--- config.mk ---
export PLATFORM = sky130hd
export DESIGN_NAME = blk_lock_ctl
export DESIGN_NICKNAME = d
export VERILOG_FILES = /design/src/rtl/blk_lock_ctl.sv
export SDC_FILE = /design/constraint.sdc
export NUM_CORES = 1
export LEC_CHECK = 0
export BUFFER_PORTS_ARGS = -buffer_cell sky130_fd_sc_hd__buf_4
export CAP_MARGIN = 5
export CELL_PAD_IN_SITES_DETAIL_PLACEMENT = 1
export CELL_PAD_IN_SITES_GLOBAL_PLACEMENT = 1
export CORE_ASPECT_RATIO = 0.9
export CORE_MARGIN = 8
export CORE_UTILIZATION = 49
export CTS_CLUSTER_DIAMETER = 50
export DETAILED_ROUTE_END_ITERATION = 16
export GPL_TIMING_DRIVEN = 0
export PLACE_DENSITY_LB_ADDON = 0.2
export SLEW_MARGIN = 20
export SYNTH_ARGS = -nofsm -noshare
export SYNTH_HDL_FRONTEND = slang
export SYNTH_SLANG_ARGS = --single-unit
--- constraint.sdc ---
create_clock -name clk -period 3.3 [get_ports clk]
set_clock_uncertainty 0.05 [all_clocks]
set_input_delay 0.165 -clock clk [delete_from_list [all_inputs] [get_ports clk]]
set_output_delay 0.165 -clock clk [all_outputs]
set_load 0.05 [all_outputs]
--- src/rtl/blk_lock_ctl.sv ---
module blk_lock_ctl #(
  parameter int NUM_BLOCKS    = 71,
  parameter int BANK_A_BLOCKS = 15,
  localparam int IW = $clog2(NUM_BLOCKS)
) (
  input  logic                  clk,
  input  logic                  rst_n,
  input  logic                  wp_n,
  input  logic                  req_valid,
  input  logic [1:0]            req_op,
  input  logic [IW-1:0]         req_blk,
  input  logic [IW-1:0]         qry_blk,
  output logic                  qry_pgm_ok,
  output logic [1:0]            qry_status,
  input  logic                  er_req,
  input  logic                  er_bank,
  input  logic [IW-1:0]         er_blk,
  output logic                  er_vld,
  output logic                  er_go,
  output logic                  er_abort,
  output logic [NUM_BLOCKS-1:0] er_mask
);

  localparam logic [1:0] OP_LOCK = 2'b01;
  localparam logic [1:0] OP_UNLK = 2'b10;
  localparam logic [1:0] OP_DOWN = 2'b11;
  localparam logic [NUM_BLOCKS-1:0] SEL_B = {NUM_BLOCKS{1'b1}} << BANK_A_BLOCKS;
  localparam logic [NUM_BLOCKS-1:0] ONE   = NUM_BLOCKS'(1);

  logic [NUM_BLOCKS-1:0] lk;
  logic [NUM_BLOCKS-1:0] ld;

  logic req_in, qry_in, er_in, frozen, er_in_b;
  logic [NUM_BLOCKS-1:0] cand;

  assign req_in  = int'(req_blk) < NUM_BLOCKS;
  assign qry_in  = int'(qry_blk) < NUM_BLOCKS;
  assign er_in   = int'(er_blk)  < NUM_BLOCKS;
  assign frozen  = req_in && ld[req_blk] && !wp_n;
  assign er_in_b = int'(er_blk) >= BANK_A_BLOCKS;

  always_ff @(posedge clk or negedge rst_n) begin
    if (!rst_n) begin
      lk <= '1;
      ld <= '0;
    end else if (req_valid && req_in && !frozen) begin
      case (req_op)
        OP_LOCK: begin lk[req_blk] <= 1'b1; ld[req_blk] <= 1'b0; end
        OP_UNLK: begin lk[req_blk] <= 1'b0; ld[req_blk] <= 1'b0; end
        OP_DOWN: begin lk[req_blk] <= 1'b1; ld[req_blk] <= 1'b1; end
        default: ;
      endcase
    end
  end

  assign qry_status = qry_in ? {ld[qry_blk], lk[qry_blk]} : 2'b00;
  assign qry_pgm_ok = qry_in && !lk[qry_blk];

  always_comb begin
    cand = '0;
    if (er_in) begin
      if (er_bank)
        cand = ~lk & (er_in_b ? SEL_B : ~SEL_B);
      else if (!lk[er_blk])
        cand = ONE << er_blk;
    end
  end

  always_ff @(posedge clk or negedge rst_n) begin
    if (!rst_n) begin
      er_vld   <= 1'b0;
      er_go    <= 1'b0;
      er_abort <= 1'b0;
      er_mask  <= '0;
    end else begin
      er_vld   <= er_req;
      er_go    <= er_req && (|cand);
      er_abort <= er_req && !(|cand);
      er_mask  <= er_req ? cand : '0;
    end
  end

  p_pgm_unlocked_r3: assert property (@(posedge clk) disable iff (!rst_n)
    qry_pgm_ok |-> (qry_status == 2'b00));

  p_down_frozen_r5: assert property (@(posedge clk) disable iff (!rst_n)
    !wp_n |=> ((ld & $past(ld)) == $past(ld)));

  p_verdict_excl_r8: assert property (@(posedge clk) disable iff (!rst_n)
    er_vld |-> (er_go != er_abort));

  p_idle_quiet_r8: assert property (@(posedge clk) disable iff (!rst_n)
    !er_vld |-> (!er_go && !er_abort && er_mask == '0));

  p_block_onehot_r8: assert property (@(posedge clk) disable iff (!rst_n)
    (er_req && !er_bank) |=> (er_abort || $countones(er_mask) == 1));

  p_abort_empty_r9: assert property (@(posedge clk) disable iff (!rst_n)
    er_abort |-> (er_mask == '0));

  p_mask_unlocked_r10: assert property (@(posedge clk) disable iff (!rst_n)
    er_req |=> ((er_mask & $past(lk)) == '0));

endmodule

==> run_summary.xml, run 1 <==
<?xml version="1.0" encoding="UTF-8"?>
<metrics>
  <group name="place">
    <metric name="dp.final_hpwl" unit="mm">42.8</metric>
    <metric name="numPortBuffers" unit="">95</metric>
    <metric name="dpl.cell_count" unit="">1588</metric>
    <metric name="gp_routability_congestion" unit="">1.04</metric>
    <metric name="preCtsSetupSlack" unit="ns">-0.201</metric>
  </group>
  <group name="power_and_ir_drop">
    <metric name="power.static_leakage" unit="nW">6.38</metric>
    <metric name="peakVddDrop" unit="mV">0.368</metric>
    <metric name="power_density" unit="nW/um^2">467</metric>
  </group>
  <group name="worst_hold_path">
    <metric name="worst_hold_path_type" unit="">in -&gt; async</metric>
  </group>
  <group name="global_routing">
    <metric name="first_global_vias" unit="">12100</metric>
    <metric name="antenna_found_initial" unit="">6</metric>
    <metric name="grt.overflow.total" unit="">0</metric>
    <metric name="grt_first_pass_wirelength" unit="mm">84.2</metric>
    <metric name="grt_start_max_net_pins" unit="">93</metric>
    <metric name="global_route.usage.total" unit="%">35.5</metric>
  </group>
  <group name="final_layout">
    <metric name="mostFrequentLayoutCells" unit="">dfrtp_1 (145), mux2_2 (138), nor2_1 (121)</metric>
    <metric name="synthToLayoutAreaGrowth" unit="%">17.4</metric>
    <metric name="final_common_cell" unit="">dfrtp_1</metric>
    <metric name="multiInputGateArea" unit="um^2">6880</metric>
    <metric name="post_layout_nonfiller_instances" unit="">1639</metric>
    <metric name="layout.area.seq" unit="um^2">5490</metric>
    <metric name="layout-drive-gt1-share" unit="%">37.7</metric>
    <metric name="fillCellCount" unit="">2713</metric>
    <metric name="final_net_count" unit="">1299</metric>
  </group>
  <group name="clocking">
    <metric name="clk_pin_slew" unit="ns">0.06</metric>
    <metric name="cts.htree.levels" unit="">1</metric>
    <metric name="cts_max_path_buffers" unit="">3</metric>
    <metric name="cts-root-buf" unit="">clkbuf_16</metric>
    <metric name="clk_latency" unit="ns">0.56</metric>
    <metric name="cts_tree" unit="">done</metric>
    <metric name="clock-sinks" unit="">216</metric>
    <metric name="tritoncts.num_buffers" unit="">26</metric>
  </group>
  <group name="timing">
    <metric name="worst_hold_slack" unit="ns">0.0553</metric>
    <metric name="tightest_pin_transition" unit="ns">1.28</metric>
    <metric name="hold_viol" unit="">0</metric>
    <metric name="final_period_minus_worst_setup_slack" unit="ns">3.28</metric>
    <metric name="max_freq" unit="MHz">305</metric>
    <metric name="rsz0062_at_grt" unit="">no</metric>
    <metric name="setup_slack_after_layout" unit="ns">0.0215</metric>
    <metric name="setup_violations" unit="">0</metric>
    <metric name="post-route-period-util" unit="%">99.3</metric>
    <metric name="timing.slew.headroom" unit="%">14.3</metric>
    <metric name="maxSlewViolCount" unit="">0</metric>
  </group>
  <group name="floorplan">
    <metric name="die-area" unit="um^2">31600</metric>
    <metric name="io_pins" unit="">106</metric>
    <metric name="dieHeight" unit="um">169</metric>
    <metric name="die_width" unit="um">187</metric>
    <metric name="site_row_count" unit="">56</metric>
    <metric name="floorplan.core_area" unit="um^2">25900</metric>
    <metric name="initial_utilization" unit="%">49.5</metric>
  </group>
  <group name="synthesis">
    <metric name="synth_async_sr_flop_share" unit="%">100</metric>
    <metric name="postSynthCellCount" unit="">1142</metric>
    <metric name="syn_area_per_cell" unit="um^2">11.2</metric>
    <metric name="netlist_area" unit="um^2">12800</metric>
    <metric name="postSynthNetCount" unit="">1171</metric>
    <metric name="synth-seq-area-share" unit="%">42.9</metric>
    <metric name="yosysUniqueCellTypes" unit="">85</metric>
    <metric name="ys.warnings.count" unit="">0</metric>
    <metric name="synth_top_flop_cell" unit="">dfrtp_1</metric>
    <metric name="yosys_register_bits" unit="">216</metric>
    <metric name="synth_enable_flop_cells" unit="">0</metric>
  </group>
  <group name="drt">
    <metric name="dr_total_vias" unit="">11800</metric>
    <metric name="antenna_violating_nets_post_route" unit="">0</metric>
    <metric name="routed_wirelength" unit="mm">57.2</metric>
    <metric name="wl_per_cell" unit="um">34.9</metric>
    <metric name="detailed_route_vias_per_instance" unit="">7.19</metric>
    <metric name="detail_route.first_pass.iterations" unit="">6</metric>
    <metric name="drt_iter0_markers" unit="">1685</metric>
    <metric name="drt_drc_violations_left" unit="">0</metric>
  </group>
  <group name="worst_setup_path">
    <metric name="crit_path_end_kind" unit="">flip-flop</metric>
    <metric name="worst-path-buf-inv" unit="">1</metric>
    <metric name="criticalPathCategory" unit="">reg -&gt; reg</metric>
    <metric name="reg2reg_depth" unit="">9</metric>
    <metric name="reg2reg_setup_slack" unit="ns">0.02</metric>
    <metric name="cpMaxStageDelayCell" unit="">nor4_1</metric>
    <metric name="cp_data_arrival_time" unit="ns">3.66</metric>
    <metric name="crit_path_max_fanout" unit="">10</metric>
    <metric name="critical_path_required" unit="ns">3.68</metric>
    <metric name="worstSetupPathDepth" unit="">9</metric>
    <metric name="timing.critical_path.cells" unit="">mux2_2 &gt; a22oi_1 &gt; o22a_1 &gt; a21oi_1 &gt; o21ai_2 &gt; o211ai_2 &gt; buf_6 &gt; nor4_1 &gt; mux2_2</metric>
    <metric name="cp_slowest_stage_delay" unit="ns">0.83</metric>
    <metric name="critPathTopFamily" unit="">compound AO/OA/AOI/OAI gates</metric>
    <metric name="worstSetupStartpointType" unit="">flip-flop</metric>
    <metric name="crit_path_frequent_cell" unit="">mux2_2</metric>
  </group>
  <group name="outcome">
    <metric name="run_status" unit="">finished, final reports clean</metric>
  </group>
  <group name="flow_run">
    <metric name="max_cap_violations" unit="">0</metric>
  </group>
</metrics>
-- worst register-to-register path, cell delays in order (launching register included) --
cell and delay [ns]:
dfrtp_1 0.39, mux2_2 0.28, a22oi_1 0.16, o22a_1 0.16, a21oi_1 0.09, o21ai_2 0.18, o211ai_2 0.29, buf_6 0.29
nor4_1 0.84, mux2_2 0.42
-- repair_timing --
item                                   CTS  global route
buffers inserted                         0             0
endpoints found under the hold margin  118             0
pin swaps                                0             0
hold buffers                             2             0
setup endpoints to repair               10            25
resized for setup                        4            11
-- worst min-delay path by stage --
stage	startpoint	endpoint	slack, ns	cells past startpoint
final	rst_n	async pin	0.06	2
after global routing	rst_n	async pin	0.10	2
after CTS	rst_n	async pin	0.08	2
after detailed placement	rst_n	async pin	0.03	1
after global placement	er_req	er_vld	0.33	1
after floorplan	rst_n	async pin	-0.18	0
-- through the flow --
step,util [%],cell area (um^2),power [mW],TNS (ns)
floorplan,-,12800,3.52,0
global placement,53.9,14000,3.95,-1.67
detailed placement,54.3,14100,3.98,-4.80
CTS,57.8,15000,7.00,0
global route,58.0,15000,7.18,0
finish,58.0,15000,7.02,0
-- area by class of cell --
| class | instances | share of cell area (%) |
|---|---|---|
| inverters | 15 | 0.374 |
| diodes | 1 | 0.0166 |
| plain buffers | 89 | 3.13 |
| clock buffers | 34 | 4.86 |
| repair buffers | 100 | 5.36 |
| clock inverters | 14 | 1.09 |
| flip-flops and latches | 216 | 36.5 |
| well taps | 348 | 2.89 |
| multi-input cells | 822 | 45.8 |
-- cells by family after synthesis --
logic type             count (synthesis)  synth area share, %
flip-flops                           216                 42.9
buffers and inverters                104                 4.03
AO/OA/AOI/OAI                        180                 10.4
XOR/XNOR                               1               0.0683
AND/OR/NAND/NOR                      413                 18.1
multiplexers                         228                 24.5
-- metal layers --
metal	wire length (um)	vias to the layer above	track usage (%)
li1	-	4609	-
met1	23300	6082	48.6
met2	24400	899	52.2
met3	7560	176	13.4
met4	1820	12	9.87
met5	168	-	1.53
-- Yosys cell counts, drive strengths merged (4+ instances only) --
library cell / number / area, um^2
and4: 18 / 158
o221ai: 4 / 35.0
dfrtp: 145 / 3630
o22ai: 19 / 119
nor4b: 14 / 216
nor3: 20 / 100
nand4b: 8 / 70.1
nand4: 48 / 300
clkbuf: 49 / 184
nor2b: 17 / 106
nor2: 121 / 454
o22a: 16 / 140
or3: 6 / 37.5
a21oi: 39 / 195
dfstp: 71 / 1870
o21a: 4 / 30.0
a31o: 4 / 35.0
a22oi: 9 / 67.6
a31oi: 7 / 43.8
mux2i: 24 / 240
nand2: 57 / 221
o21ai: 17 / 88.8
a221oi: 10 / 87.6
o31ai: 4 / 30.0
o211ai: 6 / 63.8
mux4: 54 / 1220
mux2: 150 / 1690
inv: 15 / 56.3
and3: 5 / 36.3
o32a: 5 / 50.1
nand3b: 6 / 45.0
and2: 25 / 159
nor4: 12 / 81.3
nand2b: 9 / 56.3
nand3: 35 / 180
buf: 40 / 277
-- where the power goes --
part | switching, mW | internal [mW] | total (mW)
registers | 0.107 | 2.77 | 2.88
clock network | 1.22 | 1.80 | 3.02
logic | 0.776 | 0.348 | 1.12
total | 2.10 | 4.92 | 7.02
(Power assumes the default switching activity.)
==> inputs of run 2 (changes only) <==
Settings changed: BUFFER_PORTS_ARGS -buffer_cell sky130_fd_sc_hd__buf_4 to -buffer_cell sky130_fd_sc_hd__buf_2, SETUP_SLACK_MARGIN from default to 0.15.
==> run 2 against run 1 <==
  * Sequential cell count unchanged
  * Combinational power about the same
  * First-iteration DRC count down 18%
  * Clock power fell by 1%
  * Final cell count grew 1.6%
  * Maximum frequency increased by 2.7%
  * Via count decreased by 0.55%
  * Die area unchanged
  * Critical path depth fell by 2
  * Sequential power hardly changed
  * Hold slack improved by 0.0047 ns
  * Largest power group unchanged
  * Highest routed layer unchanged
==> run_summary.xml, run 2 (same netlist as run 1, synthesis figures left out) <==
<?xml version="1.0" encoding="UTF-8"?>
<metrics>
  <group name="power_and_ir_drop">
    <metric name="peakVddDrop" unit="mV">0.409</metric>
    <metric name="power_density" unit="nW/um^2">464</metric>
    <metric name="power.static_leakage" unit="nW">6.53</metric>
  </group>
  <group name="final_layout">
    <metric name="final_common_cell" unit="">dfrtp_1</metric>
    <metric name="layout-drive-gt1-share" unit="%">39.5</metric>
    <metric name="synthToLayoutAreaGrowth" unit="%">17.5</metric>
    <metric name="mostFrequentLayoutCells" unit="">dfrtp_1 (145), mux2_2 (138), nor2_1 (121)</metric>
    <metric name="final_net_count" unit="">1327</metric>
    <metric name="antenna_cells_inserted" unit="">0</metric>
    <metric name="stdcell_area" unit="um^2">15100</metric>
  </group>
  <group name="timing">
    <metric name="worst_hold_slack" unit="ns">0.0600</metric>
    <metric name="post-route-period-util" unit="%">96.7</metric>
    <metric name="hold_viol" unit="">0</metric>
    <metric name="tightest_pin_transition" unit="ns">1.23</metric>
    <metric name="setup_violations" unit="">0</metric>
    <metric name="timing.slew.headroom" unit="%">17.4</metric>
    <metric name="timing.setup.tns" unit="ns">0</metric>
    <metric name="setup_slack_after_layout" unit="ns">0.109</metric>
    <metric name="maxSlewViolCount" unit="">0</metric>
    <metric name="final_period_minus_worst_setup_slack" unit="ns">3.19</metric>
    <metric name="max_freq" unit="MHz">313</metric>
    <metric name="rsz0062_at_grt" unit="">yes</metric>
  </group>
  <group name="clocking">
    <metric name="cts-root-buf" unit="">clkbuf_16</metric>
    <metric name="clock-sinks" unit="">216</metric>
    <metric name="clk_pin_slew" unit="ns">0.06</metric>
    <metric name="clk_latency" unit="ns">0.55</metric>
    <metric name="tritoncts.num_buffers" unit="">27</metric>
    <metric name="cts_tree" unit="">done</metric>
    <metric name="cts_max_path_buffers" unit="">3</metric>
    <metric name="cts.htree.levels" unit="">1</metric>
  </group>
  <group name="global_routing">
    <metric name="first_global_vias" unit="">12200</metric>
    <metric name="antenna_found_initial" unit="">1</metric>
    <metric name="grt_first_pass_wirelength" unit="mm">83.2</metric>
    <metric name="global_route.usage.total" unit="%">35.5</metric>
    <metric name="grt.overflow.total" unit="">0</metric>
    <metric name="grt_start_max_net_pins" unit="">89</metric>
  </group>
  <group name="floorplan">
    <metric name="dieHeight" unit="um">169</metric>
    <metric name="io_pins" unit="">106</metric>
    <metric name="initial_utilization" unit="%">49.5</metric>
    <metric name="site_row_count" unit="">56</metric>
    <metric name="die-area" unit="um^2">31600</metric>
    <metric name="floorplan.core_area" unit="um^2">25900</metric>
    <metric name="die_width" unit="um">187</metric>
  </group>
  <group name="drt">
    <metric name="detail_route.first_pass.iterations" unit="">5</metric>
    <metric name="dr_total_vias" unit="">11700</metric>
    <metric name="route.top_layer_used" unit="">met5</metric>
    <metric name="drt-met1-wl" unit="mm">23.5</metric>
    <metric name="antenna_violating_nets_post_route" unit="">0</metric>
    <metric name="met2_length" unit="mm">24.7</metric>
    <metric name="drt_iter0_markers" unit="">1377</metric>
    <metric name="detailed_route_vias_per_instance" unit="">7.03</metric>
    <metric name="routed_wirelength" unit="mm">57.5</metric>
    <metric name="wl_per_cell" unit="um">34.5</metric>
    <metric name="detailroute.wirelength.met3" unit="mm">7.21</metric>
    <metric name="drt_drc_violations_left" unit="">0</metric>
  </group>
  <group name="worst_setup_path">
    <metric name="crit_path_end_kind" unit="">output pin</metric>
    <metric name="criticalPathCategory" unit="">reg -&gt; out</metric>
    <metric name="critical_path_required" unit="ns">3.08</metric>
    <metric name="crit_path_max_fanout" unit="">5</metric>
    <metric name="worstSetupStartpointType" unit="">flip-flop</metric>
    <metric name="cp_data_arrival_time" unit="ns">2.98</metric>
  </group>
  <group name="outcome">
    <metric name="run_status" unit="">finished, final reports clean</metric>
  </group>
  <group name="place">
    <metric name="placement.cell_area" unit="um^2">13800</metric>
    <metric name="preCtsSetupSlack" unit="ns">-0.287</metric>
    <metric name="dp.final_hpwl" unit="mm">43.1</metric>
    <metric name="numPortBuffers" unit="">95</metric>
    <metric name="gp_routability_congestion" unit="">1.04</metric>
  </group>
  <group name="flow_run">
    <metric name="max_cap_violations" unit="">0</metric>
  </group>
  <group name="worst_hold_path">
    <metric name="worst_hold_path_type" unit="">in -&gt; async</metric>
  </group>
</metrics>
## run 2: cell types whose count changed in the layout (fill, tap and decap cells not counted), sizes merged
cell,delta
buf,+29
clkinvlp,-4
inv,+3
bufinv,-1
clkinv,+1
diode,-1
## run 2: routing by layer
layer / vias to the layer above / global-route usage (%)
li1: 4686 / -
met2: 787 / 52.1
met5: - / 0
met1: 6082 / 47.4
met4: 2 / 11.5
met3: 156 / 14.4
## run 2: metrics by stage
step / power [mW] / utilization, % / std cells
6_report: 6.98 / 58.1 / 1666
2_1_floorplan: 3.52 / - / 1142
3_3_place_gp: 3.92 / 53.0 / 1585
3_5_place_dp: 3.95 / 53.3 / 1587
5_1_grt: 7.16 / 58.1 / 1666
4_1_cts: 6.95 / 57.7 / 1662
## run 2: where the power goes
| group | leakage (nW) | switching (mW) | internal (mW) |
|---|---|---|---|
| clock | 0.437 | 1.22 | 1.76 |
| sequential | 2.72 | 0.0881 | 2.77 |
| combinational | 3.37 | 0.798 | 0.340 |
## run 2: critical path, cell delays in order (launching register included)
cell and delay (ns):
dfstp_2 0.41, mux4_2 0.51, mux4_2 0.48, mux4_2 0.56, nand2_2 0.11, nand2_2 0.05
a21oi_2 0.13, buf_6 0.17
## run 2: cell type report
| type | instances | area (um^2) |
|---|---|---|
| clock inverter | 13 | 141 |
| multi-input combinational | 822 | 6920 |
| clock buffer | 36 | 749 |
| inverter | 15 | 56.3 |
| fill | 2720 | 10900 |
| buffer | 89 | 474 |
| sequential | 216 | 5490 |
| timing repair buffer | 127 | 796 |
| tap | 348 | 435 |
## run 2: worst paths after layout
path | startpoint | cells past startpoint | to | slack [ns]
worst max-delay path | flip-flop | 7 | qry_pgm_ok | 0.11
worst min-delay path | rst_n | 2 | async pin | 0.06
worst max register to register | flip-flop | 9 | er_abort | 0.18
worst min register to register | flip-flop | 1 | flip-flop | 0.48
max in group asynchronous | rst_n | 4 | async pin | 1.94
min in group clk | er_blk[5] | 4 | er_mask[26] | 0.26
## run 2: what timing repair did
action / CTS / global route
gates resized for setup: 9 / 19
setup endpoints to repair: 31 / 9
pin swaps: 1 / 3
hold buffers: 2 / 0
hold endpoints to repair: 106 / 0
buffers inserted: 24 / 4
